## config.mk

```make
export PLATFORM = sky130hd
export DESIGN_NAME = apb_countdown_timer
export DESIGN_NICKNAME = d
export VERILOG_FILES = /design/src/rtl/cdt_pkg.sv /design/src/rtl/cdt_ctrl.sv /design/src/rtl/cdt_datapath.sv /design/src/rtl/apb_countdown_timer.sv
export SDC_FILE = /design/constraint.sdc
export NUM_CORES = 1
export LEC_CHECK = 0
export ABC_CLOCK_PERIOD_IN_PS = 5600
export BUFFER_PORTS_ARGS = -buffer_cell sky130_fd_sc_hd__buf_2
export CORE_MARGIN = 1.5
export CORE_UTILIZATION = 55
export CTS_BUF_LIST = sky130_fd_sc_hd__clkbuf_16
export DETAILED_ROUTE_END_ITERATION = 16
export GPL_TIMING_DRIVEN = 0
export HOLD_SLACK_MARGIN = 0.15
export PLACE_DENSITY = 0.76
export RECOVER_POWER = 50
export SETUP_SLACK_MARGIN = 0.05
export SYNTH_ARGS = -nofsm -noshare
export SYNTH_HDL_FRONTEND = slang
export SYNTH_HIERARCHICAL = 1
export SYNTH_SLANG_ARGS = --single-unit
```

## constraint.sdc

```tcl
create_clock -name clk -period 5.6 [get_ports clk]
set_input_delay 1.12 -clock clk [delete_from_list [all_inputs] [get_ports clk]]
set_output_delay 1.12 -clock clk [all_outputs]
set_load 0.1 [all_outputs]
```

## src/rtl/cdt_pkg.sv

```systemverilog
package cdt_pkg;
  // Offsets that software decodes
  localparam logic [7:0] OFF_LOAD    = 8'h00;
  localparam logic [7:0] OFF_COUNT   = 8'h04;
  localparam logic [7:0] OFF_CTRL    = 8'h08;
  localparam logic [7:0] OFF_ACK     = 8'h0C;
  localparam logic [7:0] OFF_STAT    = 8'h10;
  localparam logic [7:0] OFF_SYSSTAT = 8'hA0;
  localparam logic [7:0] OFF_SYSACK  = 8'hA4;
  localparam logic [7:0] OFF_RAW     = 8'hA8;
  localparam logic [7:0] OFF_VER     = 8'hAC;

  // Strobes and mode bits from the register side to the counter side
  typedef struct packed {
    logic run;
    logic periodic;
    logic startReq;
    logic irqClear;
  } tmrStrobe_t;
endpackage

```

## src/rtl/cdt_ctrl.sv

```systemverilog
module cdt_ctrl
  import cdt_pkg::*;
#(
  parameter int          WIDTH   = 32,
  parameter int          ADDR_W  = 8,
  parameter logic [WIDTH-1:0] VERSION = 32'h5449_4D31
) (
  input  logic              clk,
  input  logic              rstN,
  input  logic              psel,
  input  logic              penable,
  input  logic              pwrite,
  input  logic [ADDR_W-1:0] paddr,
  input  logic [WIDTH-1:0]  pwdata,
  input  logic [WIDTH-1:0]  cnt,
  input  logic              rawIrq,
  output logic [WIDTH-1:0]  prdata,
  output logic              irq,
  output logic              maskOut,
  output logic [WIDTH-1:0]  loadVal,
  output tmrStrobe_t        strb
);
  localparam int CTRL_BITS = 3;

  logic access, wrEn, rdEn;
  logic hitLoad, hitCtrl, hitAck, hitSysAck;
  logic [WIDTH-1:0] loadQ;
  logic runQ, modeQ, maskQ;
  logic maskedStat;

  assign access    = psel & penable;
  assign wrEn      = access & pwrite;
  assign rdEn      = access & ~pwrite;
  assign hitLoad   = (paddr == ADDR_W'(OFF_LOAD));
  assign hitCtrl   = (paddr == ADDR_W'(OFF_CTRL));
  assign hitAck    = (paddr == ADDR_W'(OFF_ACK));
  assign hitSysAck = (paddr == ADDR_W'(OFF_SYSACK));

  always_ff @(posedge clk or negedge rstN) begin
    if (!rstN) begin
      loadQ <= '0;
      runQ  <= 1'b0;
      modeQ <= 1'b0;
      maskQ <= 1'b0;
    end else if (wrEn) begin
      if (hitLoad) loadQ <= pwdata;
      if (hitCtrl) begin
        runQ  <= pwdata[0];
        modeQ <= pwdata[1];
        maskQ <= pwdata[2];
      end
    end
  end

  assign maskedStat    = rawIrq & ~maskQ;
  assign irq           = maskedStat;
  assign maskOut       = maskQ;
  assign loadVal       = loadQ;
  assign strb.run      = runQ;
  assign strb.periodic = modeQ;
  assign strb.startReq = wrEn & hitCtrl & pwdata[0] & ~runQ;
  assign strb.irqClear = rdEn & (hitAck | hitSysAck);

  always_comb begin
    prdata = '0;
    case (paddr)
      ADDR_W'(OFF_LOAD):    prdata = loadQ;
      ADDR_W'(OFF_COUNT):   prdata = cnt;
      ADDR_W'(OFF_CTRL):    prdata = WIDTH'({maskQ, modeQ, runQ});
      ADDR_W'(OFF_STAT),
      ADDR_W'(OFF_SYSSTAT): prdata = WIDTH'(maskedStat);
      ADDR_W'(OFF_RAW):     prdata = WIDTH'(rawIrq);
      ADDR_W'(OFF_VER):     prdata = VERSION;
      default:              prdata = '0;
    endcase
  end

  if (CTRL_BITS > WIDTH) begin : g_badWidth
    initial $error("WIDTH too small for control bits");
  end
endmodule

```

## src/rtl/cdt_datapath.sv

```systemverilog
module cdt_datapath
  import cdt_pkg::*;
#(
  parameter int WIDTH = 32
) (
  input  logic             clk,
  input  logic             rstN,
  input  logic             tickEn,
  input  tmrStrobe_t       strb,
  input  logic [WIDTH-1:0] loadVal,
  output logic [WIDTH-1:0] cnt,
  output logic             rawIrq,
  output logic             armed
);
  localparam logic [WIDTH-1:0] ALL_ONES = '1;

  logic [WIDTH-1:0] cntQ;
  logic armedQ, rawQ;
  logic step, expire;

  assign step   = strb.run & tickEn;
  assign expire = step & ~armedQ & (cntQ == '0);

  always_ff @(posedge clk or negedge rstN) begin
    if (!rstN) begin
      cntQ   <= '0;
      armedQ <= 1'b0;
      rawQ   <= 1'b0;
    end else begin
      if (strb.startReq)   armedQ <= 1'b1;
      else if (step)       armedQ <= 1'b0;

      if (step) begin
        if (armedQ)              cntQ <= loadVal;
        else if (cntQ == '0)     cntQ <= strb.periodic ? loadVal : ALL_ONES;
        else                     cntQ <= cntQ - 1'b1;
      end

      if (expire)             rawQ <= 1'b1;
      else if (strb.irqClear) rawQ <= 1'b0;
    end
  end

  assign cnt    = cntQ;
  assign rawIrq = rawQ;
  assign armed  = armedQ;
endmodule

```

## src/rtl/apb_countdown_timer.sv

```systemverilog
module apb_countdown_timer
  import cdt_pkg::*;
#(
  parameter int               WIDTH   = 32,
  parameter int               ADDR_W  = 8,
  parameter logic [WIDTH-1:0] VERSION = 32'h5449_4D31
) (
  input  logic              clk,
  input  logic              rstN,
  input  logic              tickEn,
  input  logic              psel,
  input  logic              penable,
  input  logic              pwrite,
  input  logic [ADDR_W-1:0] paddr,
  input  logic [WIDTH-1:0]  pwdata,
  output logic [WIDTH-1:0]  prdata,
  output logic              irq
);
  tmrStrobe_t       strb;
  logic [WIDTH-1:0] loadVal, cnt;
  logic             rawIrq, armed, maskOut;

  cdt_ctrl #(.WIDTH(WIDTH), .ADDR_W(ADDR_W), .VERSION(VERSION)) u_ctrl (
    .clk(clk), .rstN(rstN), .psel(psel), .penable(penable), .pwrite(pwrite),
    .paddr(paddr), .pwdata(pwdata), .cnt(cnt), .rawIrq(rawIrq),
    .prdata(prdata), .irq(irq), .maskOut(maskOut), .loadVal(loadVal), .strb(strb)
  );

  cdt_datapath #(.WIDTH(WIDTH)) u_dp (
    .clk(clk), .rstN(rstN), .tickEn(tickEn), .strb(strb), .loadVal(loadVal),
    .cnt(cnt), .rawIrq(rawIrq), .armed(armed)
  );
endmodule

```

# Word level (Yosys, flattened, before mapping)
# Index checks and enable logic that the tools add are counted.
# W data, S select, Z words.
# totals
regBits	69
latchBits	0
mem_bits_rw	0
mem_bits_ro	0
in_bits	46
output_inout_bits	33
word_cells	47
memories	0
# classes
n_addsub	1
multipliers	0
n_div	0
n_lt_le_gt_ge	0
n_eq_ne	8
n_shift	0
muxes	8
bitwise_logic	16
n_reduce_logical	7
# op_table
op	count
$pmux W32 S6	1
$mux W32	3
$eq A8 B8 Y1 const B	4
$logic_not A32 Y1	1
$sub A32 B1 Y32 const B	1
$eq A8 B4 Y1 const B	2
$and A1 B1 Y1	11
$eq A8 B3 Y1 const B	1
$eq A8 B5 Y1 const B	1
$logic_not A8 Y1	1
$mux W1	4
$not A1 Y1	4
$reduce_and A2 Y1	2
$reduce_bool A2 Y1	2
$reduce_or A2 Y1	1
$or A1 B1 Y1	1

# Longest topological paths before layout
# depth
ltp_word	6
mapped_depth	9
depth_no_buf	7

# By module
# The synthesis kept the hierarchy.
# by_module_without_submodules
mod	n_inst	cells_each	area_per_inst_um2	seq_area_each_um2
cdt_datapath	1	275	2464.9	850.8
cdt_ctrl	1	149	2001.9	875.8

# Least setup slack after synthesis
# No wires, ideal clock.
# synth_timing
kind	input -> output
startpoint	input port paddr[3]
endpoint	output port prdata[15]
t_arrival_ps	3054
required_time_ps	4480
slack_ps	1426
stages	6
path_buffers	3
path_cell_list	buf_6 -> or4_4 -> nor2_4 -> buf_4 -> buf_2 -> a22o_1
# synth_via
elab_chain_cells	3
elab_cells_between_ends	9
cone_classes	eq/ne: 6; mux: 1; reduce/logical: 2
# synth_rtl
element	line_no	text
start: declaration	apb_countdown_timer.sv:14	input logic [ADDR_W-1:0] paddr,
$eq A8 B5 Y1 / $eq A8 B8 Y1 (equally long branches)	cdt_ctrl.sv:66	case (paddr)
$reduce_or A2 Y1	cdt_ctrl.sv:66	
$pmux W32 S6 *	cdt_ctrl.sv:66	
end: declaration	apb_countdown_timer.sv:16	output logic [WIDTH-1:0] prdata,
# Every way passes the cells marked *; elsewhere a longest branch is shown, timed or not.

# Worst setup path in the final report
# layout_timing
startpoint	input port paddr[5]
endpoint	output port prdata[31]
# The elaborated chain is that of the path after synthesis.

==> impl_metrics.tcl <==
set metrics [dict create \
    worst_pin_slew_ps 3720 \
    cts_tree "done" \
    ctsResizeCount 0 \
    rr_worst_depth 9 \
    cts_htree_levels 3 \
    postLayoutCoreUtil_pct 67.5 \
    dp_cells 603 \
    ir_drop_uv 183 \
    min_path_type "reg2reg" \
    rows 32 \
    crit_family "buffers and inverters" \
    worst_path_max_delay_cell "or4_1" \
    grt_pass1_vias 4214 \
    rr_startpoint "u_dp/cnt[0]$_DFFE_PN0P_" \
    pin_count 79 \
    ant_nets 0 \
    leakage_nw 2.48 \
    grt_usage_pct 32.8 \
    yosys-top-cells-area "dfrtp_1 39%, mux2_4 10%, a221o_1 3.4%" \
    synth_edf_count 0 \
    routed-via-count 4205 \
    cpMostUsedCell "clkbuf_1" \
    synthFlopType "dfrtp_1" \
    report.final.slew_viol_count 70 \
    crit_buf_inv 3 \
    total_power_mw 1.67 \
    die_h_um 93.1 \
    stdcell_count 618 \
    drt-pass1-iter-count 5 \
    setup_viol 0 \
    cts-root-buf "clkbuf_16" \
    drt-initial-drc-count 364 \
    area_delta_synth_final_pct 18.0 \
    grt.overflow.total 0 \
    seq_area_frac_synth_pct 38.7 \
    syn_inst 424 \
    cts_setup_buffers 0 \
    min_period_over_period_pct 81.9 \
    power_density_nw_per_um2 318 \
    gp_congestion 0.942 \
    grt_max_degree 70 \
    vias_per_cell 6.80 \
    synth_area_um2 4470 \
    start_util_pct 57.2 \
    finalCriticalPeriod_ps 4590 \
    slew_headroom_pct -148 \
    cts_hold_buf 0 \
    layout-drive-gt1-share_pct 29.8 \
    yosysUniqueCellTypes 69 \
    hold_viol 0 \
    violations "capacitance limit, slew limit" \
    status "finished with violations" \
    cts.path.max_buffers 2 \
    fillers 637 \
    grt_setup_unrepaired "no" \
    cp-end-kind "output port" \
    antenna_found_initial 0 \
    yosysTopAreaCell "dfrtp_1" \
    cp.required_ps 4480 \
    grt_pass1_wl_mm 21.8 \
    cp.arrival_ps 3470 \
    ys_warn_count 6 \
    ys_async_sr_fraction_pct 100 \
    fmax_ghz 0.218 \
    hp-start "u_ctrl/loadVal[5]$_DFFE_PN0P_" \
    port-buffer-count 77 \
    holdPathStages 1 \
    clock-skew-final_ps 2.71 \
    numCtsBuffers 9 \
    die_w_um 93.1 \
    drc_errors 0 \
    clock_latency_ps 330 \
    antenna_cells 0 \
    synth_nets 472 \
    maxCapViolations 1 \
    routed_wl_mm 13.7 \
    fin_nets 560 \
    wl_per_cell_um 22.1 \
    critPathMaxFanout 10 \
    path_clk_slew_ps 60 \
    rrSetupSlack_ps 2720 \
    synth_top_area_share_pct 38.7 \
    core_area_um2 7810 \
    reg2reg_to "u_dp/cnt[0]$_DFFE_PN0P_" \
    ys_ff_latch 69 \
    cts_num_sinks 69 \
    syn_area_per_cell_um2 10.5 \
    path_class "in2out" \
    post-dp-hpwl_mm 9.45 \
    startpoint_type "input pin" \
    crit_path_start "paddr[5]" \
    holdPathEnd "u_ctrl/loadVal[5]$_DFFE_PN0P_" \
    fin_tns_setup_ps 0 \
    cp_cell_sequence "clkbuf_1, or4_1, nor2_1, clkbuf_1, a22o_1, buf_2" \
    critical_path.max_stage_delay_ps 640 \
    die_area_um2 8670 \
]
==> logic make-up (layout without fill, tap and decap cells) <==
group	after synthesis	after routing	share of synthesized area [%]
and+or+nand+nor	156	156	21.8
AOI/OAI and AO/OA	118	118	22.2
DFF	69	69	38.7
adders and majority gates	2	2	0.560
buffers and inverters	42	134	5.07
muxes	37	37	11.8
==> layout make-up <==
type / instances / area [um^2] / area share (%)
multi-input combinational: 313 / 2460 / 46.7
sequential: 69 / 1730 / 32.8
timing repair buffer: 77 / 383 / 7.27
clock buffer: 9 / 225 / 4.27
buffer: 33 / 178 / 3.37
clock inverter: 6 / 136 / 2.59
tap: 102 / 128 / 2.42
inverter: 9 / 33.8 / 0.641
==> how the worst max path moves through the flow <==
stage | to | slack (ps) | cells after the start
floorplan | prdata[15] | 1430 | 6
global placement | prdata[31] | 1210 | 6
detailed placement | prdata[3] | 1210 | 6
CTS | prdata[3] | 1190 | 6
global route | u_dp/cnt[8]$_DFFE_PN0P_ | 700 | 1
finish | prdata[31] | 1010 | 6
==> layer usage <==
layer | vias up | share of wire, % | GRT usage, %
met2 | 239 | 47 | 52.8
met3 | 47 | 8.1 | 6.02
met1 | 2047 | 41 | 42.5
met5 | - | 0 | 0
li1 | 1872 | - | -
met4 | 0 | 3.4 | 15.5
==> cell usage after synthesis, drive strengths merged (4+ instances only) <==
library cell	number
dfrtp	69
nand2	19
inv	9
o21ai	14
a221o	15
and3	5
nand4	24
or3	7
mux2	35
a31oi	5
nor2	21
nor4	13
clkbuf	15
a211oi	5
o221a	18
or4	5
and2	5
nor4b	4
buf	18
nor3	21
and4	5
nand3	10
a21oi	13
a22o	17
o21a	11
==> stage by stage <==
| stage | area [um^2] | worst slack, ps | hold slack [ps] |
|---|---|---|---|
| global route | 5270 | 702 | 545 |
| floorplan | 4470 | 1430 | 489 |
| finish | 5270 | 1010 | 527 |
| CTS | 5340 | 1190 | 533 |
| global placement | 4980 | 1210 | 516 |
| detailed placement | 4980 | 1210 | 519 |
==> cell usage in the layout, fill, tap and decap left out, types with 15 or more instances in the layout <==
master	count
mux2_4	22
clkbuf_1	19
dfrtp_1	69
buf_2	82
nand2_1	19
nand4_1	23
nor2_1	21
nor3_1	18
a221o_1	15
a22o_1	17
==> worst register-to-register path: cells and delay by family, from the launching register on <==
kind                     cells  cell delay [ps]
AO/OA/AOI/OAI                2              570
buffers and inverters        3              660
flip-flops                   1              450
adder cells (fa/ha/maj)      1              150
AND/OR/NAND/NOR              3              960
==> where the power goes <==
group | switching [mW] | internal [mW] | leakage, nW
registers | 0.0538 | 0.529 | 0.930
logic | 0.255 | 0.141 | 1.38
clock network | 0.217 | 0.478 | 0.172
==> registers in the layout (all words and copies together) (netlist names) <==
name / flops
u_ctrl/modeQ: 1
u_dp/cnt: 32
u_dp/armed: 1
u_dp/rawIrq: 1
u_ctrl/runQ: 1
u_ctrl/loadVal: 32
u_ctrl/maskOut: 1
Note: power is estimated with default switching activity, not from simulation.
